### config.mk
export PLATFORM = sky130hd
export DESIGN_NAME = bank_ram_file
export DESIGN_NICKNAME = d
export VERILOG_FILES = /design/src/rtl/bank_ram_file.sv
export SDC_FILE = /design/constraint.sdc
export NUM_CORES = 2
export LEC_CHECK = 0
export ABC_AREA = 1
export BUFFER_PORTS_ARGS = -buffer_cell sky130_fd_sc_hd__buf_2
export CAP_MARGIN = 30
export CORE_MARGIN = 2
export CORE_UTILIZATION = 55
export CTS_CLUSTER_DIAMETER = 200
export DETAILED_ROUTE_END_ITERATION = 10
export PLACE_DENSITY = 0.71
export SYNTH_ARGS = -nofsm -noshare
export SYNTH_HDL_FRONTEND = slang
export SYNTH_SLANG_ARGS = --single-unit
### constraint.sdc
create_clock -name clk -period 4.1 [get_ports clk]
set_input_delay 0.82 -clock clk [delete_from_list [all_inputs] [get_ports clk]]
set_output_delay 0.82 -clock clk [all_outputs]
set_load 0.02 [all_outputs]
### src/rtl/bank_ram_file.sv
module bank_ram_file #(
  parameter int WIDTH      = 8,
  parameter int NUM_BANKS  = 2,
  parameter int BANK_BYTES = 64
) (
  input  logic             clk,
  input  logic             rst_n,
  input  logic [WIDTH-1:0] rd_addr,
  output logic [WIDTH-1:0] rd_data,
  input  logic             wr_en,
  input  logic [WIDTH-1:0] wr_addr,
  input  logic [WIDTH-1:0] wr_data,
  output logic [WIDTH-1:0] acc_o
);

  localparam int BIW = (NUM_BANKS > 1) ? $clog2(NUM_BANKS) : 1;
  localparam int OFW = $clog2(BANK_BYTES);
  localparam int BKW = BIW + OFW;
  localparam logic [WIDTH-1:0] A_IND0 = WIDTH'(0);
  localparam logic [WIDTH-1:0] A_PTR0 = WIDTH'(1);
  localparam logic [WIDTH-1:0] A_IND1 = WIDTH'(2);
  localparam logic [WIDTH-1:0] A_PTR1 = WIDTH'(3);
  localparam logic [WIDTH-1:0] A_BANK = WIDTH'(4);
  localparam logic [WIDTH-1:0] A_ACC  = WIDTH'(5);
  localparam logic [WIDTH-1:0] A_LO   = WIDTH'(6);
  localparam logic [WIDTH-1:0] A_BASE = WIDTH'(BANK_BYTES);
  localparam logic [WIDTH-1:0] A_LAST = WIDTH'(2 * BANK_BYTES - 1);

  logic [WIDTH-1:0] ptr0_q, ptr1_q, acc_q;
  logic [BIW-1:0]   bank_q;
  logic [WIDTH-1:0] shr_q [BANK_BYTES];
  logic [WIDTH-1:0] bnk_q [NUM_BANKS*BANK_BYTES];

  logic             rd_ind, rd_loop, wr_ind, wr_loop;
  logic [WIDTH-1:0] rd_eff, wr_eff;

  assign rd_ind  = (rd_addr == A_IND0) || (rd_addr == A_IND1);
  assign rd_eff  = (rd_addr == A_IND0) ? ptr0_q : (rd_addr == A_IND1) ? ptr1_q : rd_addr;
  assign rd_loop = rd_ind && ((rd_eff == A_IND0) || (rd_eff == A_IND1));

  assign wr_ind  = (wr_addr == A_IND0) || (wr_addr == A_IND1);
  assign wr_eff  = (wr_addr == A_IND0) ? ptr0_q : (wr_addr == A_IND1) ? ptr1_q : wr_addr;
  assign wr_loop = wr_ind && ((wr_eff == A_IND0) || (wr_eff == A_IND1));

  logic [BKW-1:0] rd_bidx, wr_bidx;
  assign rd_bidx = {bank_q, rd_eff[OFW-1:0]};
  assign wr_bidx = {bank_q, wr_eff[OFW-1:0]};

  always_comb begin
    rd_data = '0;
    if (!rd_loop) begin
      if (rd_eff == A_PTR0)                        rd_data = ptr0_q;
      else if (rd_eff == A_PTR1)                   rd_data = ptr1_q;
      else if (rd_eff == A_BANK)                   rd_data = WIDTH'(bank_q);
      else if (rd_eff == A_ACC)                    rd_data = acc_q;
      else if (rd_eff >= A_LO && rd_eff < A_BASE)  rd_data = shr_q[rd_eff[OFW-1:0]];
      else if (rd_eff >= A_BASE && rd_eff <= A_LAST) rd_data = bnk_q[rd_bidx];
    end
  end

  assign acc_o = acc_q;

  always_ff @(posedge clk or negedge rst_n) begin
    if (!rst_n) begin
      ptr0_q <= '0;
      ptr1_q <= '0;
      bank_q <= '0;
      acc_q  <= '0;
      for (int i = 0; i < BANK_BYTES; i++) shr_q[i] <= '0;
      for (int i = 0; i < NUM_BANKS*BANK_BYTES; i++) bnk_q[i] <= '0;
    end else if (wr_en && !wr_loop) begin
      if (wr_eff == A_PTR0)                          ptr0_q <= wr_data;
      else if (wr_eff == A_PTR1)                     ptr1_q <= wr_data;
      else if (wr_eff == A_BANK)                     bank_q <= wr_data[BIW-1:0];
      else if (wr_eff == A_ACC)                      acc_q  <= wr_data;
      else if (wr_eff >= A_LO && wr_eff < A_BASE)    shr_q[wr_eff[OFW-1:0]] <= wr_data;
      else if (wr_eff >= A_BASE && wr_eff <= A_LAST) bnk_q[wr_bidx] <= wr_data;
    end
  end


  p_loop_read_zero_r4: assert property (@(posedge clk) disable iff (!rst_n)
    rd_loop |-> rd_data == '0);


  p_loop_write_inert_r5: assert property (@(posedge clk) disable iff (!rst_n)
    (wr_en && wr_loop) |=> ($stable(ptr0_q) && $stable(ptr1_q) && $stable(bank_q) && $stable(acc_q)));


  p_ptr0_load_r2: assert property (@(posedge clk) disable iff (!rst_n)
    (wr_en && wr_addr == A_PTR0) |=> ptr0_q == $past(wr_data));


  p_bank_upper_zero_r6: assert property (@(posedge clk) disable iff (!rst_n)
    (rd_addr == A_BANK) |-> rd_data[WIDTH-1:BIW] == '0);


  p_acc_visible_r8: assert property (@(posedge clk) disable iff (!rst_n)
    (rd_addr == A_ACC) |-> rd_data == acc_o);


  p_high_reads_zero_r9: assert property (@(posedge clk) disable iff (!rst_n)
    (rd_addr > A_LAST) |-> rd_data == '0);


  p_high_write_inert_r9: assert property (@(posedge clk) disable iff (!rst_n)
    (wr_en && wr_addr > A_LAST) |=> ($stable(ptr0_q) && $stable(ptr1_q) && $stable(acc_q)));

endmodule

---- Word-level counts from Yosys, hierarchy flattened ----
Cells that the tools add are included.
storage, ports and cells
  register bits ........................... 1561
  input port bits ......................... 27
  output and inout bits ................... 16
cells by class
  magnitude comparators ................... 14
  equality and inequality tests ........... 12
  multiplexer cells ....................... 23
  bitwise operators ....................... 9
  reduce and logical (&&, ||, !) cells .... 24
operator list
  kind                  count
  $bwmux W1024          1
  $bwmux W512           1
  $mux W8               17
  $bmux W8 S7           1
  $demux W8 S7          1
  $bmux W8 S6           1
  $demux W8 S6          1
  $eq A8 B2 Y1 const B  6
  $eq A8 B3 Y1 const B  4
  $logic_not A8 Y1      4
  $eq A8 B1 Y1 const B  2
  $ge A8 B3 Y1 const B  2
  $ge A8 B7 Y1 const B  2
  $ge A8 B8 Y1 const B  2
  $le A8 B7 Y1 const B  2
  $lt A8 B7 Y1 const B  2
  $not A7 Y8            2
  $ge A7 B7 Y1 const B  2
  $not A6 Y7            2
  $logic_and A1 B1 Y1   9
  $lt A8 B1 Y1 const B  1
  $lt A7 B1 Y1 const B  1
  $reduce_and A7 Y1     1
  $reduce_and A6 Y1     1
  7 further kinds       14

---- Longest topological paths before layout ----
  word-level depth ........................ 14
  gate-level depth with buffers ........... 26
  depth with buffers taken out ............ 24

---- Worst setup path after synthesis ----
No wires, ideal clock.
  kind .................................... input to output
  start point ............................. input rd_addr[7]
  end point ............................... output rd_data[0]
  arrival ................................. 3.160 ns
  required time ........................... 3.280 ns
  slack ................................... 0.120 ns
  cell stages on the path ................. 21
  cells stage by stage .................... nor2_1 nand2_1 nor2_2 nand2_1 nand2_1 buf_4 buf_4 buf_2 buf_2 o21ai_0 nand2_1 nand2_1 o21ai_0 nand2_1 nor2_1 nand2_1 nand3_1 nand3_1 nand3_1 nand2_1 a21oi_1
on the way
  word-level cells in the longest chain between the ends .. 14
RTL lines
  element                                      line    RTL
  start, declared                              8       input logic [WIDTH-1:0] rd_addr,
  $eq A8 B2 Y1                                 37, 38
  $mux W8 (2 in series)                        38      assign rd_eff = (rd_addr == A_IND0) ? ptr0_q : (rd_addr == A_IND1) ? ptr1_q : rd_addr;
  $not A7 Y8 (implied by the code)             57      else if (rd_eff >= A_BASE && rd_eff <= A_LAST) rd_data = bnk_q[rd_bidx];
  $bmux W8 S7                                  57
  $mux W8 (implied by the code) (2 in series)  57
  $mux W8                                      57
  $mux W8                                      56      else if (rd_eff >= A_LO && rd_eff < A_BASE) rd_data = shr_q[rd_eff[OFW-1:0]];
  $mux W8                                      55      else if (rd_eff == A_ACC) rd_data = acc_q;
  $mux W8                                      54      else if (rd_eff == A_BANK) rd_data = WIDTH'(bank_q);
  $mux W8                                      53      else if (rd_eff == A_PTR1) rd_data = ptr1_q;
  $mux W8                                      52      if (rd_eff == A_PTR0) rd_data = ptr0_q;
  $mux W8 *                                    51      if (!rd_loop) begin
  end, declared                                9       output logic [WIDTH-1:0] rd_data,
Every way passes the cells marked *; elsewhere a longest branch is shown, timed or not. The select of a mux whose other input is x is not followed.

---- Worst setup path after layout ----
  start point ............................. input rd_addr[3]
  end point ............................... output rd_data[2]
Same word-level chain as after synthesis.

==> reports/results.ini <==
[logic_synthesis]
ys_seq_elements = 1561
synth_edf_count = 0
syn-num-nets = 9488
synth_most_common_cell = nand2_1
avgSynthCellArea_um2 = 7.71
synth_top_cell_area_share = 0.535
synthArstFlopShare = 1.00
synth_cells = 9461
synthFlopType = dfrtp_1
ys_types = 37
yosysSeqAreaShare = 0.535
synth_top_area_cell = dfrtp_1
synthTopCellsByArea = dfrtp_1, nand2_1, o21ai_0
synth_commonest_cells = nand2_1, o21ai_0, dfrtp_1, inv_1, nor2_1
syn-cell-area_um2 = 73000
ys_warn_count = 0

[global_route]
grt_max_degree = 147
grt_overflow = 0
grt_antenna_before_repair = 1
grt_pass1_vias = 63700
grt_pass1_wl_um = 389000
grt_usage = 0.376

[timing]
worstMarginPinSlew_ns = 1.00
hold_violations = 0
setup_ws_ns = -0.588
finalSetupViolations = 8
holdWs_ns = 0.372
fmax_mhz = 213
period_share = 1.14
slew_violations = 0
fin_skew_ns = 0.0258
slew_headroom = 0.330
finalSetupTns_ns = -4.25
grt_setup_unrepaired = true
finalCriticalPeriod_ns = 4.69

[clocking]
cts_buffer_depth = 3
h-tree-depth = 4
clkSinkCount = 1561
clock_latency_ns = 0.81
root_buffer = clkbuf_16
numCtsBuffers = 165
clk_pin_slew_ns = 0.06
tritoncts = built

[floorplan]
coreArea_um2 = 132000
num_rows = 133
start_util = 0.554
die_area_um2 = 136000
io_pins = 43
dieWidth_um = 368
die_h_um = 368

[power_and_ir_drop]
peakVddDrop_mv = 0.406
p_int_mw = 26.5
seqPwrFrac = 0.452
power.density_nw_per_um2 = 416
p_leak_nw = 41.3
clockPowerShare = 0.426
comb_power_share = 0.122
netSwitchingPower_mw = 9.68
power_mw = 36.1
switching_share = 0.268

[setup_path]
endpoint = rd_data[2]
critPathKind = in -> out
end_kind = output pin
cp.required_ns = 3.28
start_kind = input port
startpoint = rd_addr[3]
crit_buf_inv = 5
critical_path.top_delay_family = simple AND/OR/NAND/NOR gates
r2r-end = bnk_q[900]
reg2reg_slack_ns = 0.95
reg2reg_from = ptr1_q[1]
cp_max_fo = 10
r2r_cells = 15
slowest_delay_ns = 0.24
worstPathCellList = buf_6 > nor2_2 > nand2_2 > nor2_4 > nor2_4 > nand2_8 > nand2_8 > buf_12 > buf_4 > clkbuf_16 > nand2_1 > o21ai_0 > nand2_1 > nand3_1 > nand3_1 > nand3_1 > nand3_1 > nand2_1 > nand2_1 > nand3_4 > nand2_4 > nand2_2 > a21oi_2 > buf_4
critPathSlowestCell = nor2_4
worst-endpoint-arrival_ns = 3.87
crit_cells = 24

[job]
timing.max_cap.violations = 0

[cells_and_area]
multi_input_area_um2 = 29900
fin_cells = 11500
finish.utilization = 0.660
nNetsFinal = 9635
seq_area_um2 = 39100
drive_gt1_frac = 0.142
filler_cell_count = 10800
syn2layout_area_growth_pct = 19.1
insertedDiodeCount = 0

[min_path]
hold_start = shr_q[484]
worstHoldPathType = reg -> reg

[routing]
avgRoutedWirePerCell_um = 22.8
vias = 67800
routed_wl_um = 262000
via_per_inst = 5.90
antenna_left = 0
dr.pass1.iters = 9
route.detailed.drc = 0
dr.first_iter.drc_count = 8971

[placement]
place_hpwl_um = 161000
dp_cells = 11100
gp_congestion = 0.972
io_buffer_count = 42

[outcome]
violations = negative setup slack
status = finished, violations left

==> state kept, by name (all words and copies together) (netlist names) <==
register,count
bnk_q,1024
shr_q,512
ptr0_q,8
acc_o,8
ptr1_q,8
bank_q,1
==> through the flow <==
stage / instance area, um^2 / worst slack [ns]
2_1_floorplan: 73000 / 0.120
3_3_place_gp: 78200 / -1.19
3_5_place_dp: 78200 / -1.14
4_1_cts: 85100 / -0.540
5_1_grt: 86900 / -0.650
6_report: 86900 / -0.588
==> logic make-up after synthesis <==
logic type | count (synthesis) | synth area share
simple gates | 4518 | 0.251
compound gates | 2042 | 0.142
buf+inv | 1340 | 0.0719
flops | 1561 | 0.535
==> power by group through the flow <==
stage / clock network [mW] / registers (mW) / logic (mW)
final: 15.4 / 16.3 / 4.40
after floorplan: 0 / 16.5 / 1.94
after detailed placement: 0 / 16.6 / 3.82
after global placement: 0 / 16.6 / 3.77
after global routing: 16.1 / 16.4 / 4.73
after CTS: 15.4 / 16.3 / 4.05
==> worst min path at each step <==
stage | endpoint | cells after the start
after detailed placement | shr_q[507] | 0
after CTS | shr_q[507] | 0
after global routing | shr_q[507] | 0
final | shr_q[484] | 0
after floorplan | shr_q[484] | 1
after global placement | shr_q[485] | 0
==> metal layers <==
| metal | part of all wire | vias to the layer above | track usage |
|---|---|---|---|
| li1 | - | 30400 | - |
| met1 | 0.39 | 32500 | 0.514 |
| met2 | 0.44 | 4079 | 0.570 |
| met3 | 0.11 | 839 | 0.0766 |
| met4 | 0.061 | 2 | 0.194 |
| met5 | 0.000038 | - | 0 |
==> cell type report <==
class,instances,area share
tap,1755,0.0253
multi-input combinational,6562,0.344
inverter,656,0.0297
clock buffer,250,0.0577
sequential,1561,0.450
timing repair buffer,661,0.0874
clock inverter,41,0.00596
timing repair inverter,1,0.000130
==> cells in the final DEF, fill, tap and decap left out, types with 22 or more instances in the layout <==
cell type     n
inv_1       613
nor2_4       27
o21ai_0    1713
dfrtp_1    1561
clkbuf_16   190
buf_6        55
buf_16       24
or2_2       111
clkinv_2     22
buf_2        26
inv_2        25
nand2_2      89
buf_4       398
clkbuf_1     34
nor2_1      594
nand4_1      95
clkbuf_8     46
buf_12      123
nand3_1     247
nor2_2       50
a21oi_1      85
o21ai_1     171
nand3_2      84
nand2_1    3155
==> repair_timing <==
| action | 4_1_cts | 5_1_grt |
|---|---|---|
| pin swaps | 57 | 82 |
| buffers inserted | 24 | 36 |
| cloned | 10 | 27 |
| hold buffers | 1 | 0 |
| endpoints found under the hold margin | 46 | 0 |
| endpoints found under the setup margin | 8 | 8 |
| resized for setup | 231 | 247 |
No activity file was read; power rests on OpenSTA's default activity.
